File: src/rtl/gpio_dw_pkg.sv
package gpio_dw_pkg;
   localparam int ADDR_W        = 6;
   localparam int BANK_BIT      = 5;
   localparam int MAX_BANK_PINS = 32;
   localparam int BYTE_W        = 8;
   localparam int SEL_W         = 2;

   localparam logic [1:0] KIND_EN  = 2'd0;
   localparam logic [1:0] KIND_DIR = 2'd1;
   localparam logic [1:0] KIND_LVL = 2'd2;

   typedef struct packed {
      logic             hit;
      logic             bank;
      logic [1:0]       kind;
      logic [SEL_W-1:0] bsel;
   } dec_t;
endpackage

File: src/rtl/gpio_dw_sync.sv
module gpio_dw_sync #(
   parameter int W      = 8,
   parameter int STAGES = 2
) (
   input  logic         clk,
   input  logic         rst_n,
   input  logic [W-1:0] d,
   output logic [W-1:0] q
);
   logic [W-1:0] stage [STAGES];

   for (genvar s = 0; s < STAGES; s++) begin : g_stage
      if (s == 0) begin : g_first
         always_ff @(posedge clk or negedge rst_n) begin
            if (!rst_n) stage[0] <= '0;
            else        stage[0] <= d;
         end
      end else begin : g_next
         always_ff @(posedge clk or negedge rst_n) begin
            if (!rst_n) stage[s] <= '0;
            else        stage[s] <= stage[s-1];
         end
      end
   end

   assign q = stage[STAGES-1];
endmodule

File: src/rtl/gpio_dw_decode.sv
module gpio_dw_decode
   import gpio_dw_pkg::*;
#(
   parameter int CORE_PINS = 10,
   parameter int RES_PINS  = 4
) (
   input  logic [ADDR_W-1:0] addr,
   output dec_t              dec
);
   localparam int CORE_BYTES = (CORE_PINS + BYTE_W - 1) / BYTE_W;
   localparam int RES_BYTES  = (RES_PINS + BYTE_W - 1) / BYTE_W;

   logic [2:0]       field;
   logic [SEL_W-1:0] bsel;
   logic             bank;
   logic             byte_ok;

   assign bank  = addr[BANK_BIT];
   assign field = addr[4:2];
   assign bsel  = addr[SEL_W-1:0];

   always_comb begin
      if (bank) byte_ok = int'(bsel) < RES_BYTES;
      else      byte_ok = int'(bsel) < CORE_BYTES;
   end

   assign dec.hit  = byte_ok && (field < 3'd3);
   assign dec.bank = bank;
   assign dec.kind = field[1:0];
   assign dec.bsel = bsel;
endmodule

File: src/rtl/gpio_dw_bank.sv
module gpio_dw_bank
   import gpio_dw_pkg::*;
#(
   parameter int              NPIN   = 8,
   parameter logic [NPIN-1:0] EN_RST = '0
) (
   input  logic             clk,
   input  logic             rst_n,
   input  logic             wr,
   input  logic             rd,
   input  logic [1:0]       kind,
   input  logic [SEL_W-1:0] bsel,
   input  logic [7:0]       wdata,
   input  logic [NPIN-1:0]  smp,
   output logic [NPIN-1:0]  lat,
   output logic [NPIN-1:0]  oe,
   output logic [7:0]       rdata
);
   logic [NPIN-1:0] en_q, dir_q, lat_q;

   for (genvar i = 0; i < NPIN; i++) begin : g_pin
      localparam int BI = i / BYTE_W;
      localparam int BB = i % BYTE_W;
      logic sel_b, en_b, dir_b, lat_b;

      assign sel_b = wr && (bsel == SEL_W'(BI));

      always_ff @(posedge clk or negedge rst_n) begin
         if (!rst_n) begin
            en_b  <= EN_RST[i];
            dir_b <= 1'b1;
            lat_b <= 1'b0;
         end else if (sel_b) begin
            case (kind)
               KIND_EN:  en_b  <= wdata[BB];
               KIND_DIR: dir_b <= wdata[BB];
               KIND_LVL: if (!dir_b) lat_b <= wdata[BB];
               default:  ;
            endcase
         end
      end

      assign en_q[i]  = en_b;
      assign dir_q[i] = dir_b;
      assign lat_q[i] = lat_b;
   end

   logic [NPIN-1:0]          lvl_view;
   logic [MAX_BANK_PINS-1:0] en_p, dir_p, lvl_p;
   logic [4:0]               base;

   assign lvl_view = (dir_q & smp) | (~dir_q & lat_q);
   assign en_p     = MAX_BANK_PINS'(en_q);
   assign dir_p    = MAX_BANK_PINS'(dir_q);
   assign lvl_p    = MAX_BANK_PINS'(lvl_view);
   assign base     = {bsel, 3'b000};

   always_comb begin
      rdata = '0;
      if (rd) begin
         case (kind)
            KIND_EN:  rdata = en_p[base +: 8];
            KIND_DIR: rdata = dir_p[base +: 8];
            KIND_LVL: rdata = lvl_p[base +: 8];
            default:  rdata = '0;
         endcase
      end
   end

   assign lat = lat_q;
   assign oe  = en_q & ~dir_q;
endmodule

File: src/rtl/gpio_dualwell.sv
module gpio_dualwell
   import gpio_dw_pkg::*;
#(
   parameter int                 PIN_CNT     = 14,
   parameter int                 SPLIT       = 10,
   parameter int                 SYNC_STAGES = 2,
   parameter logic [PIN_CNT-1:0] EN_RST      = 14'h1C7F
) (
   input  logic               clk,
   input  logic               rst_n,
   input  logic [5:0]         bus_addr,
   input  logic               bus_wr,
   input  logic [7:0]         bus_wdata,
   output logic [7:0]         bus_rdata,
   input  logic [PIN_CNT-1:0] pin_in,
   output logic [PIN_CNT-1:0] pin_out,
   output logic [PIN_CNT-1:0] pin_oe
);
   localparam int RES_PINS = PIN_CNT - SPLIT;

   if (SPLIT < 1 || SPLIT > MAX_BANK_PINS || RES_PINS < 1 || RES_PINS > MAX_BANK_PINS)
   begin : g_bad_split
      $error("gpio_dualwell: each bank needs 1..32 pins");
   end
   if (SYNC_STAGES < 2) begin : g_bad_sync
      $error("gpio_dualwell: SYNC_STAGES must be at least 2");
   end

   logic [PIN_CNT-1:0] smp;
   dec_t               dec;
   logic [7:0]         rd_core, rd_res;
   logic               wr_core, wr_res, rd_core_en, rd_res_en;

   gpio_dw_sync #(.W(PIN_CNT), .STAGES(SYNC_STAGES)) u_sync (
      .clk(clk), .rst_n(rst_n), .d(pin_in), .q(smp)
   );

   gpio_dw_decode #(.CORE_PINS(SPLIT), .RES_PINS(RES_PINS)) u_dec (
      .addr(bus_addr), .dec(dec)
   );

   assign rd_core_en = dec.hit && !dec.bank;
   assign rd_res_en  = dec.hit &&  dec.bank;
   assign wr_core    = bus_wr && rd_core_en;
   assign wr_res     = bus_wr && rd_res_en;

   gpio_dw_bank #(.NPIN(SPLIT), .EN_RST(EN_RST[SPLIT-1:0])) u_core (
      .clk(clk), .rst_n(rst_n), .wr(wr_core), .rd(rd_core_en),
      .kind(dec.kind), .bsel(dec.bsel), .wdata(bus_wdata),
      .smp(smp[SPLIT-1:0]), .lat(pin_out[SPLIT-1:0]),
      .oe(pin_oe[SPLIT-1:0]), .rdata(rd_core)
   );

   gpio_dw_bank #(.NPIN(RES_PINS), .EN_RST(EN_RST[PIN_CNT-1:SPLIT])) u_res (
      .clk(clk), .rst_n(rst_n), .wr(wr_res), .rd(rd_res_en),
      .kind(dec.kind), .bsel(dec.bsel), .wdata(bus_wdata),
      .smp(smp[PIN_CNT-1:SPLIT]), .lat(pin_out[PIN_CNT-1:SPLIT]),
      .oe(pin_oe[PIN_CNT-1:SPLIT]), .rdata(rd_res)
   );

   assign bus_rdata = rd_core | rd_res;
endmodule

File: config.mk
export PLATFORM = sky130hd
export DESIGN_NAME = gpio_dualwell
export DESIGN_NICKNAME = d
export VERILOG_FILES = /design/src/rtl/gpio_dw_pkg.sv /design/src/rtl/gpio_dw_sync.sv /design/src/rtl/gpio_dw_decode.sv /design/src/rtl/gpio_dw_bank.sv /design/src/rtl/gpio_dualwell.sv
export SDC_FILE = /design/constraint.sdc
export NUM_CORES = 1
export LEC_CHECK = 0
export ABC_AREA = 1
export BUFFER_PORTS_ARGS = -buffer_cell sky130_fd_sc_hd__buf_2
export CAP_MARGIN = 15
export CORE_AREA = 2 2 87 152
export DETAILED_ROUTE_END_ITERATION = 8
export DIE_AREA = 0 0 89 154
export SETUP_SLACK_MARGIN = 0.3
export SYNTH_ARGS = -nofsm -noshare
export SYNTH_HDL_FRONTEND = slang
export SYNTH_HIERARCHICAL = 1
export SYNTH_SLANG_ARGS = --single-unit
File: constraint.sdc
create_clock -name clk -period 2.27 [get_ports clk]
set_clock_uncertainty 0.2 [all_clocks]
set_input_delay 0.454 -clock clk [delete_from_list [all_inputs] [get_ports clk]]
set_output_delay 0.454 -clock clk [all_outputs]
set_load 0.005 [all_outputs]
Word level (Yosys, flattened, before mapping)
Cells that the tools add are included.
{"block": "word_totals", "reg_bits": 70, "in_bits": 31, "elab_cells": 117}
{"block": "classes", "magnitude_cmp": 3, "eq_ne": 3, "shifts": 6, "n_mux": 5, "bitwise_logic": 25, "n_reduce_logical": 31}
{"op": "$shiftx 32x6->8", "count": 6}
{"op": "$pmux 8 s3", "count": 2}
{"op": "$reduce_and 3->1", "count": 14}
{"op": "$and 10x10->10", "count": 3}
{"op": "$mux 8", "count": 2}
{"op": "$not 1->1", "count": 14}
{"op": "$and 4x4->4", "count": 3}
{"op": "$reduce_and 2->1", "count": 6}
{"op": "$not 10->10", "count": 1}
{"op": "$or 10x10->10", "count": 1}
{"op": "$logic_and 1x1->1", "count": 8}
{"op": "$or 8x8->8", "count": 1}
{"op": "$eq 2x1->1 const B", "count": 2}
{"op": "$logic_not 2->1", "count": 2}
{"op": "$not 4->4", "count": 1}
{"op": "$or 4x4->4", "count": 1}
{"op": "$lt 3x2->1 const B", "count": 1}
{"op": "$eq 2x2->1 const B", "count": 1}
{"op": "$lt 2x1->1 const B", "count": 1}
{"op": "$lt 2x2->1 const B", "count": 1}
{"op": "$logic_not 1->1", "count": 1}
{"op": "$mux 1", "count": 1}

Depth between registers and ports, before layout
Gate-level depths: netlist of run 1.
{"block": "logic_depth", "word_depth": 7, "ltp_mapped": 11}

By module
The synthesis of run 1 kept the hierarchy.
{"mod": "gpio_dw_bank (u_core)", "n_inst": 1, "cells_each": 251, "area_per_inst_um2": 1864.3}
{"mod": "gpio_dw_bank (u_res)", "n_inst": 1, "cells_each": 122, "area_per_inst_um2": 859.6}
{"mod": "gpio_dw_sync", "n_inst": 1, "cells_each": 42, "area_per_inst_um2": 805.8}
{"mod": "gpio_dualwell", "n_inst": 1, "cells_each": 16, "area_per_inst_um2": 80.1}
{"mod": "gpio_dw_decode", "n_inst": 1, "cells_each": 11, "area_per_inst_um2": 62.6}

Worst setup path after synthesis of run 1
OpenSTA, ideal clock, no wires.
{"block": "synth_path", "kind": "input to output", "from": "input bus_addr[2]", "to": "output bus_rdata[0]", "arrival_time_ps": 1558, "slack_ps": 58, "path_stages": 9, "path_cell_list": "buf_4 inv_1 ha_1 inv_2 buf_6 a21oi_1 nand2_1 a21oi_1 or2_1"}
{"block": "synth_between", "elab_chain_cells": 5, "word_cells_on_any_way": 12, "classes_between": "order compare (1); eq/ne (2); mux (4); bitwise (1); reduce/logical (4)"}
{"element": "from (decl)", "line": "gpio_dualwell.sv:11", "source": "input logic [5:0] bus_addr,"}
{"element": "$lt 3x2->1", "line": "gpio_dw_decode.sv:27", "source": "assign dec.hit = byte_ok && (field < 3'd3);"}
{"element": "$logic_and 1x1->1", "line": "gpio_dw_decode.sv:27"}
{"element": "$logic_and 1x1->1", "line": "gpio_dualwell.sv:42", "source": "assign rd_core_en = dec.hit && !dec.bank;"}
{"element": "$mux 8 (*)", "line": "gpio_dw_bank.sv:60", "source": "if (rd) begin"}
{"element": "via rd_core[0]", "line": "gpio_dualwell.sv:31", "source": "logic [7:0] rd_core, rd_res;"}
{"element": "$or 8x8->8 (*)", "line": "gpio_dualwell.sv:61", "source": "assign bus_rdata = rd_core | rd_res;"}
{"element": "to (decl)", "line": "gpio_dualwell.sv:14", "source": "output logic [7:0] bus_rdata,"}
The timed path passes the listed nets; every way through them passes the cells marked *.

==> flow_metrics.tcl, run 1 <==
set metrics [dict create \
    hold_path_class "input port to register" \
    path_class "input port to primary output" \
    combinationalPowerShare_pct 11.6 \
    cpMostUsedCell "nor2_4" \
    setup_viol 8 \
    clock_path_buffers 2 \
    fmax_mhz 429 \
    grt-ovfl-total 0 \
    synth_ff_type "dfrtp_1" \
    p_clk_share_pct 46.2 \
    ys_ff_latch 70 \
    design_area_um2 4560 \
    drive_gt1_share_pct 35.4 \
    seqPwrFrac_pct 42.2 \
    cp_top_family "simple AND/OR/NAND/NOR gates" \
    drcViolationCount 0 \
    netSwitchingFraction_pct 24.5 \
    die-area_um2 13700 \
    timing.final.hold_violations 0 \
    rsz0062_at_grt "yes" \
    drtIter0Drc 177 \
    wl_per_cell_um 13.4 \
    grt_pass1_wl_um 14500 \
    fin_crit_sh_pct 103 \
    violations "negative setup slack" \
    synth_warnings 6 \
    die_h_um 154 \
    yosysTopAreaCell "dfrtp_1" \
    antenna_cells 0 \
    path_cells "buf_6 > nor2_4 > nand2_2 > nor2_4 > nand2_1 > inv_2 > nand2_4 > nor2_4 > buf_6 > o21ai_2 > a21oi_1 > or2_1 > buf_2" \
    antenna_found_initial 0 \
    layout_commonest_cell "nand2_1" \
    placementRows 54 \
    gp_congestion 0.875 \
    routed-via-count 2919 \
    required_ns 1.62 \
    p_sw_w 0.000810 \
    io_pins 67 \
    die_width_um 89 \
    arrival_ns 1.68 \
    critPathCaptureType "primary output" \
    cts_tree "yes" \
    power_leakage_nw 2.24 \
    drv_cap 0 \
    root_buffer "clkbuf_16" \
    synth.distinct_cells 24 \
    max-vdd-ir-drop_v 0.000357 \
    drtAntennaViolNets 0 \
    yosys-top-cells-area "dfrtp_1, dfstp_2, nand2_1" \
    powerDensity_nw_per_um2 724 \
    start_util_pct 29.5 \
    grt_max_degree 56 \
    clkLatencyLatePin_ns 0.33 \
    startpoint_type "input port" \
    power.total_w 0.00330 \
    ys_async_sr_fraction_pct 100 \
    syn-cell-area_um2 3670 \
    synth_top_area_share_pct 31.3 \
    synth-seq-area-share_pct 48.5 \
    crit_fanout 6 \
    clock-sinks 70 \
    n_fill_cell 1312 \
    netlist_instances 442 \
    dr.pass1.iters 5 \
    drt_wl_total_um 9010 \
    placement.cell_area_um2 4130 \
    via_per_inst 4.33 \
    final_net_count 540 \
    grt_pass1_vias 3015 \
    clkTransAtPathRegs_ns 0.06 \
    synth_edf_count 0 \
    portBuffers 66 \
    dp_hpwl_um 6590 \
    fp.coreArea_um2 12400 \
    critPathMaxStageDelay_ns 0.14 \
    status "finished, violations left" \
    holdWs_ns 0.0226 \
    mostFrequentLayoutCells "nand2_1, inv_1, buf_2" \
    htree_levels 3 \
    fin_crit_ns 2.33 \
    internal-power_w 0.00249 \
    worst_slack_ns -0.0614 \
    cts_made_buffers 9 \
    grt.total_usage_pct 14.0 \
    slowest_stage "buf_6" \
    syn_to_final_growth_pct 24.3 \
    crit_buf_inv 4 \
    syn_avg_cell_area_um2 8.31 \
    final_max_slew_viol_count 0 \
]
-- path summary, 6_finish.rpt --
| check | cells after the start | endpoint | slack (ns) | from |
|---|---|---|---|---|
| worst max-delay path | 13 | bus_rdata[2] | -0.06 | bus_addr[4] |
| worst min-delay path | 1 | u_sync/stage[21]$_DFF_PN0_ | 0.02 | pin_in[7] |
| worst max register to register | 3 | u_core/g_pin[4].lat_b$_DFFE_PN0P_ | 1.14 | u_core/g_pin[4].dir_b$_DFFE_PN1P_ |
| worst min register to register | 0 | u_sync/q[3]$_DFF_PN0_ | 0.14 | u_sync/stage[17]$_DFF_PN0_ |
| max in group asynchronous | 3 | u_core/g_pin[1].en_b$_DFFE_PN1P_ | 0.80 | rst_n |
| min in group asynchronous | 2 | u_sync/stage[22]$_DFF_PN0_ | 0.38 | rst_n |
-- synthesized netlist by cell type, types with 2 or more instances --
cell,instances
a21oi_1,30
buf_2,2
buf_4,38
buf_6,3
dfrtp_1,46
dfstp_2,24
ha_1,8
inv_1,67
inv_2,4
nand2_1,100
nand2_2,2
nand2_4,4
nand3_1,13
nand4_1,4
nor2_1,31
nor2_2,2
nor2_4,3
o21ai_0,28
o21ai_1,14
o21ai_2,8
or2_1,8
-- metal layers --
layer / wire length (um) / vias up / track usage, %
met4: 212 / 0 / 6.47
li1: - / 1446 / -
met1: 3500 / 1394 / 15.3
met5: 0 / - / 0
met3: 331 / 13 / 3.01
met2: 4970 / 66 / 25.1
-- power by group through the flow --
stage	clock, W	combinational (W)	sequential, W
floorplan	0	0.000254	0.00140
global route	0.00162	0.000435	0.00140
detailed placement	0	0.000370	0.00141
finish	0.00153	0.000384	0.00139
CTS	0.00157	0.000382	0.00139
global placement	0	0.000363	0.00141
-- sequential cells by signal, indices dropped and copies added (netlist names) --
signal and cells:
u_core/g_pin.en_b 10, u_core/g_pin.lat_b 10, u_res/g_pin.lat_b 4, u_res/g_pin.en_b 4
u_sync/stage 14, u_core/g_pin.dir_b 10, u_sync/q 14, u_res/g_pin.dir_b 4
-- repair_timing --
action,in CTS,in global routing
endpoints found under the setup margin,8,8
buffers inserted,1,0
resized for setup,14,16
pin swaps,9,11
hold buffers,1,0
hold endpoints to repair,11,0
-- kinds of logic (layout without fill, tap and decap cells) --
logic type	Yosys count	in the layout	share of synthesized area [%]
fa+ha+maj	8	8	2.73
flops	70	70	48.5
other cells	1	4	0.102
simple gates	169	169	20.7
buf+inv	114	175	16.2
compound gates	80	80	11.7
-- stage by stage --
stage          cells  utilization (%)  TNS (ns)  setup slack (ns)
4_1_cts          674             36.3    -0.476           -0.0892
6_report         674             36.7    -0.338           -0.0614
3_5_place_dp     656             33.2     -1.38            -0.230
2_1_floorplan    445                -         0             0.185
5_1_grt          674             36.7     -1.16            -0.165
3_3_place_gp     656             33.2     -1.18            -0.198
-- cell type report --
type	count	area, um2	share of cell area, %
Inverter	71	274	6.00
Timing Repair Buffer	88	539	11.8
Tap cell	168	210	4.61
Clock buffer	11	243	5.32
Multi-Input combinational cell	261	1430	31.4
Sequential cell	70	1780	39.0
Clock inverter	5	81.3	1.78
Note: power is estimated with default switching activity, not from simulation.
==> run 2: changes to the inputs <==
==> constraint.sdc (replaced) <==
create_clock -name clk -period 2.27 [get_ports clk]
set_clock_uncertainty 0.2 [all_clocks]
set_input_delay 0.1135 -clock clk [delete_from_list [all_inputs] [get_ports clk]]
set_output_delay 0.1135 -clock clk [all_outputs]
set_load 0.005 [all_outputs]
==> flow_metrics.tcl, run 2 (synthesis results as in run 1) <==
set metrics [dict create \
    status "finished clean" \
    io_pins 67 \
    crit_fanout 6 \
    layout_commonest_cell "nand2_1" \
    die_width_um 89 \
    drt_wl_total_um 8710 \
    max-vdd-ir-drop_v 0.000424 \
    wl_per_cell_um 12.8 \
    gp_congestion 0.806 \
    path_class "register to primary output" \
    antenna_found_initial 0 \
    fin_util_pct 36.9 \
    fp.coreArea_um2 12400 \
    path_cells "nand2_1 > nand3_1 > nand2_1 > nand2_1 > a21oi_2 > or2_1 > buf_2" \
    dp_hpwl_um 6240 \
    multiInputGateArea_um2 1350 \
    setup_viol 0 \
    timing.final.hold_violations 0 \
    powerDensity_nw_per_um2 746 \
    syn_to_final_growth_pct 24.8 \
    rsz0062_at_grt "yes" \
    mostFrequentLayoutCells "nand2_1, buf_2, inv_1" \
    routed-via-count 2965 \
    start_util_pct 29.5 \
    grt_pass1_wl_um 14000 \
    via_per_inst 4.35 \
    slowest_stage "dfstp_2" \
    drtAntennaViolNets 0 \
    fmax_mhz 523 \
    critPathCaptureType "primary output" \
    placementRows 54 \
    htree_levels 3 \
    setup_tns_ns 0 \
    clock-sinks 70 \
    root_buffer "clkbuf_16" \
    drive_gt1_share_pct 28.5 \
    power_leakage_nw 2.25 \
    final_net_count 547 \
    clock_path_buffers 2 \
    required_ns 1.96 \
    grt_max_degree 71 \
    n_fill_cell 1314 \
    hold_path_class "input port to register" \
    grt.total_usage_pct 13.5 \
    startpoint_type "register" \
    clkLatencyLatePin_ns 0.33 \
    grt-ovfl-total 0 \
    arrival_ns 1.60 \
    regArea_um2 1780 \
    dr.pass1.iters 4 \
    final_max_slew_viol_count 0 \
    die_h_um 154 \
    fin_crit_ns 1.91 \
    cpMostUsedCell "nand2_1" \
    cts_tree "yes" \
    die-area_um2 13700 \
    critPathMaxStageDelay_ns 0.58 \
    cts_made_buffers 9 \
    antenna_cells 0 \
    clkTransAtPathRegs_ns 0.06 \
    portBuffers 66 \
    drcViolationCount 0 \
    fin_crit_sh_pct 84.2 \
    drv_cap 0 \
    drtIter0Drc 158 \
    grt_pass1_vias 2918 \
]
## run 2: cell types whose count changed in the layout (fill, tap and decap cells not counted), moves of 3 or more
cell / previous run / this run
buf_4: 19 / 4
o21ai_2: 11 / 8
a21oi_2: 15 / 2
a21oi_1: 15 / 28
buf_6: 5 / 0
dlygate4sd3_1: 1 / 24
buf_2: 62 / 66
o21ai_0: 24 / 28
## run 2: critical path, delay by kind of cell, from the launching register on
kind,cells,cell delay [ns]
compound gates,1,0.07
simple gates,5,0.48
flops,1,0.58
buf+inv,1,0.13
## run 2: final timing paths
kind	from	endpoint	slack [ns]	cells after the start
setup / recovery	u_core/g_pin[0].dir_b$_DFFE_PN1P_	bus_rdata[0]	0.36	7
hold / removal	bus_addr[1]	u_res/g_pin[3].lat_b$_DFFE_PN0P_	0.01	5
setup reg to reg	u_res/g_pin[0].dir_b$_DFFE_PN1P_	u_res/g_pin[0].lat_b$_DFFE_PN0P_	1.15	4
hold reg to reg	u_sync/stage[21]$_DFF_PN0_	u_sync/q[7]$_DFF_PN0_	0.15	0
max in group asynchronous	rst_n	u_res/g_pin[1].en_b$_DFFE_PN1P_	1.39	3
min in group asynchronous	rst_n	u_core/g_pin[9].lat_b$_DFFE_PN0P_	0.12	3
## run 2: stage by stage
step	power, W	instance area, um2	worst slack, ns	hold slack (ns)	cells
after floorplan	0.00163	3680	0.739	-0.382	445
after global placement	0.00173	3930	0.268	-0.0430	639
after detailed placement	0.00174	3930	0.266	-0.0282	639
after CTS	0.00345	4530	0.315	0.00676	679
after global routing	0.00357	4580	0.275	0.0340	681
final	0.00342	4580	0.359	0.0113	681
## run 2: repair_timing
| item | 4_1_cts | 5_1_grt |
|---|---|---|
| hold buffers | 24 | 0 |
| pin swaps | 0 | 5 |
| gates cloned | 0 | 0 |
| setup endpoints to repair | 2 | 8 |
| endpoints found under the hold margin | 120 | 0 |
| gates resized for setup | 2 | 13 |
| setup buffers | 0 | 2 |
## run 2: routing by layer
layer	wire length (um)	global-route usage [%]
met1	3450	15.1
met2	4580	23.2
met3	447	3.70
met4	230	6.11
met5	0	0
## run 2: cell type report
class | count | area share (%)
Tap cell | 168 | 4.59
Multi-Input combinational cell | 261 | 29.4
Sequential cell | 70 | 38.9
Timing Repair Buffer | 95 | 13.5
Clock inverter | 6 | 2.51
Clock buffer | 10 | 5.21
Inverter | 71 | 5.87
## run 2: power breakdown
part	leakage, nW	switching (W)	internal [W]
Sequential	0.785	0.0000467	0.00135
Combinational	1.30	0.000214	0.000152
Clock	0.170	0.000550	0.00111
Total	2.25	0.000810	0.00261
==> run 3: changes to the inputs <==
==> constraint.sdc (replaced) <==
create_clock -name clk -period 1.9 [get_ports clk]
set_clock_uncertainty 0.2 [all_clocks]
set_input_delay 0.095 -clock clk [delete_from_list [all_inputs] [get_ports clk]]
set_output_delay 0.095 -clock clk [all_outputs]
set_load 0.005 [all_outputs]
==> flow_metrics.tcl, run 3 (synthesis results as in run 1) <==
set metrics [dict create \
    status "finished, violations left" \
    violations "negative setup slack" \
    clock-sinks 70 \
    fp.coreArea_um2 12400 \
    fmax_mhz 517 \
    slew_headroom_pct 66.9 \
    fin_crit_sh_pct 102 \
    grt_pass1_vias 2998 \
    startpoint_type "register" \
    antenna_cells 0 \
    routed-via-count 3067 \
    drive_gt1_share_pct 33.0 \
    wl_per_cell_um 13.0 \
    drt_wl_total_um 9110 \
    worst_slack_ns -0.0347 \
    tightest_slew_ns 0.495 \
    mostFrequentLayoutCells "nand2_1, buf_2, inv_1" \
    holdWs_ns 0.0366 \
    grt_pass1_wl_um 14500 \
    critPathCaptureType "primary output" \
    required_ns 1.60 \
    drcViolationCount 0 \
    clkTransAtPathRegs_ns 0.06 \
    syn_to_final_growth_pct 28.6 \
    cts_made_buffers 9 \
    setup_viol 1 \
    htree_levels 3 \
    placementRows 54 \
    arrival_ns 1.64 \
    gp_congestion 0.816 \
    crit_fanout 6 \
    grt.total_usage_pct 14.0 \
    io_pins 67 \
    grt_max_degree 58 \
    path_class "register to primary output" \
    clock_path_buffers 2 \
    rsz0062_at_grt "yes" \
    fin_crit_ns 1.93 \
    power_leakage_nw 2.32 \
    clkLatencyLatePin_ns 0.33 \
    setup_tns_ns -0.0347 \
    cts_tree "yes" \
    die_h_um 154 \
    antenna_found_initial 0 \
    powerDensity_nw_per_um2 815 \
    hold_path_class "input port to register" \
    die_width_um 89 \
    grt-ovfl-total 0 \
    max-vdd-ir-drop_v 0.000483 \
    dr.pass1.iters 6 \
    portBuffers 66 \
    dp_hpwl_um 6400 \
    die-area_um2 13700 \
    root_buffer "clkbuf_16" \
    drv_cap 0 \
    drtAntennaViolNets 0 \
    via_per_inst 4.39 \
    final_max_slew_viol_count 0 \
    drtIter0Drc 158 \
    final_net_count 565 \
    start_util_pct 29.5 \
    timing.final.hold_violations 0 \
    layout_commonest_cell "nand2_1" \
]
run 3: layout make-up:
cell class / instances / area, um2
fillers: 1306 / 7710
flip-flops and latches: 70 / 1780
repair buffers: 113 / 777
clock inverters: 6 / 70.1
multi-input cells: 261 / 1380
clock buffers: 10 / 239
well taps: 168 / 210
inverters: 71 / 267
run 3: worst paths after layout:
check,to,depth (start not counted),slack (ns),start
max,bus_rdata[1],7,-0.03,u_core/g_pin[1].dir_b$_DFFE_PN1P_
max reg2reg,u_core/g_pin[1].lat_b$_DFFE_PN0P_,4,0.70,u_core/g_pin[1].dir_b$_DFFE_PN1P_
min reg2reg,u_sync/q[0]$_DFF_PN0_,0,0.15,u_sync/stage[14]$_DFF_PN0_
min in group asynchronous,u_core/g_pin[8].dir_b$_DFFE_PN1P_,2,0.11,rst_n
max in group asynchronous,u_core/g_pin[9].lat_b$_DFFE_PN0P_,3,0.46,rst_n
min,u_res/g_pin[0].en_b$_DFFE_PN1P_,6,0.04,bus_addr[1]
run 3: metal layers:
metal / global-route usage, % / part of all wire (%)
met5: 0 / 0
met4: 8.32 / 4.2
met3: 3.54 / 5.8
met2: 23.3 / 53
met1: 15.6 / 37
run 3: through the flow:
step	util, %	area, um2	worst slack [ns]	std cells	total power, W
5_1_grt	38.0	4720	-0.117	699	0.00404
3_5_place_dp	31.9	3970	0.0777	644	0.00208
4_1_cts	36.9	4590	0.0166	690	0.00388
3_3_place_gp	31.9	3970	0.0677	644	0.00207
2_1_floorplan	-	3680	0.406	445	0.00195
6_report	38.0	4720	-0.0347	699	0.00385
run 3: critical path, stage by stage (launching register included):
cell and delay [ns]:
dfstp_2 0.59, nand2_2 0.06, nand3_1 0.09, nand2_1 0.09, nand2_2 0.08, a21oi_2 0.06, or2_1 0.21, buf_2 0.13
run 3: power breakdown:
part           internal (W)  total, W  leakage, nW  switching (W)
logic              0.000203  0.000478         1.40       0.000275
registers           0.00161   0.00166        0.785      0.0000552
clock network       0.00106   0.00171        0.141       0.000650
run 3: repair_timing:
action / in CTS / in global routing
endpoints found under the setup margin: 8 / 8
buffers inserted: 4 / 9
pin swaps: 3 / 20
gates resized for setup: 6 / 31
hold endpoints to repair: 98 / 0
hold buffers: 26 / 0
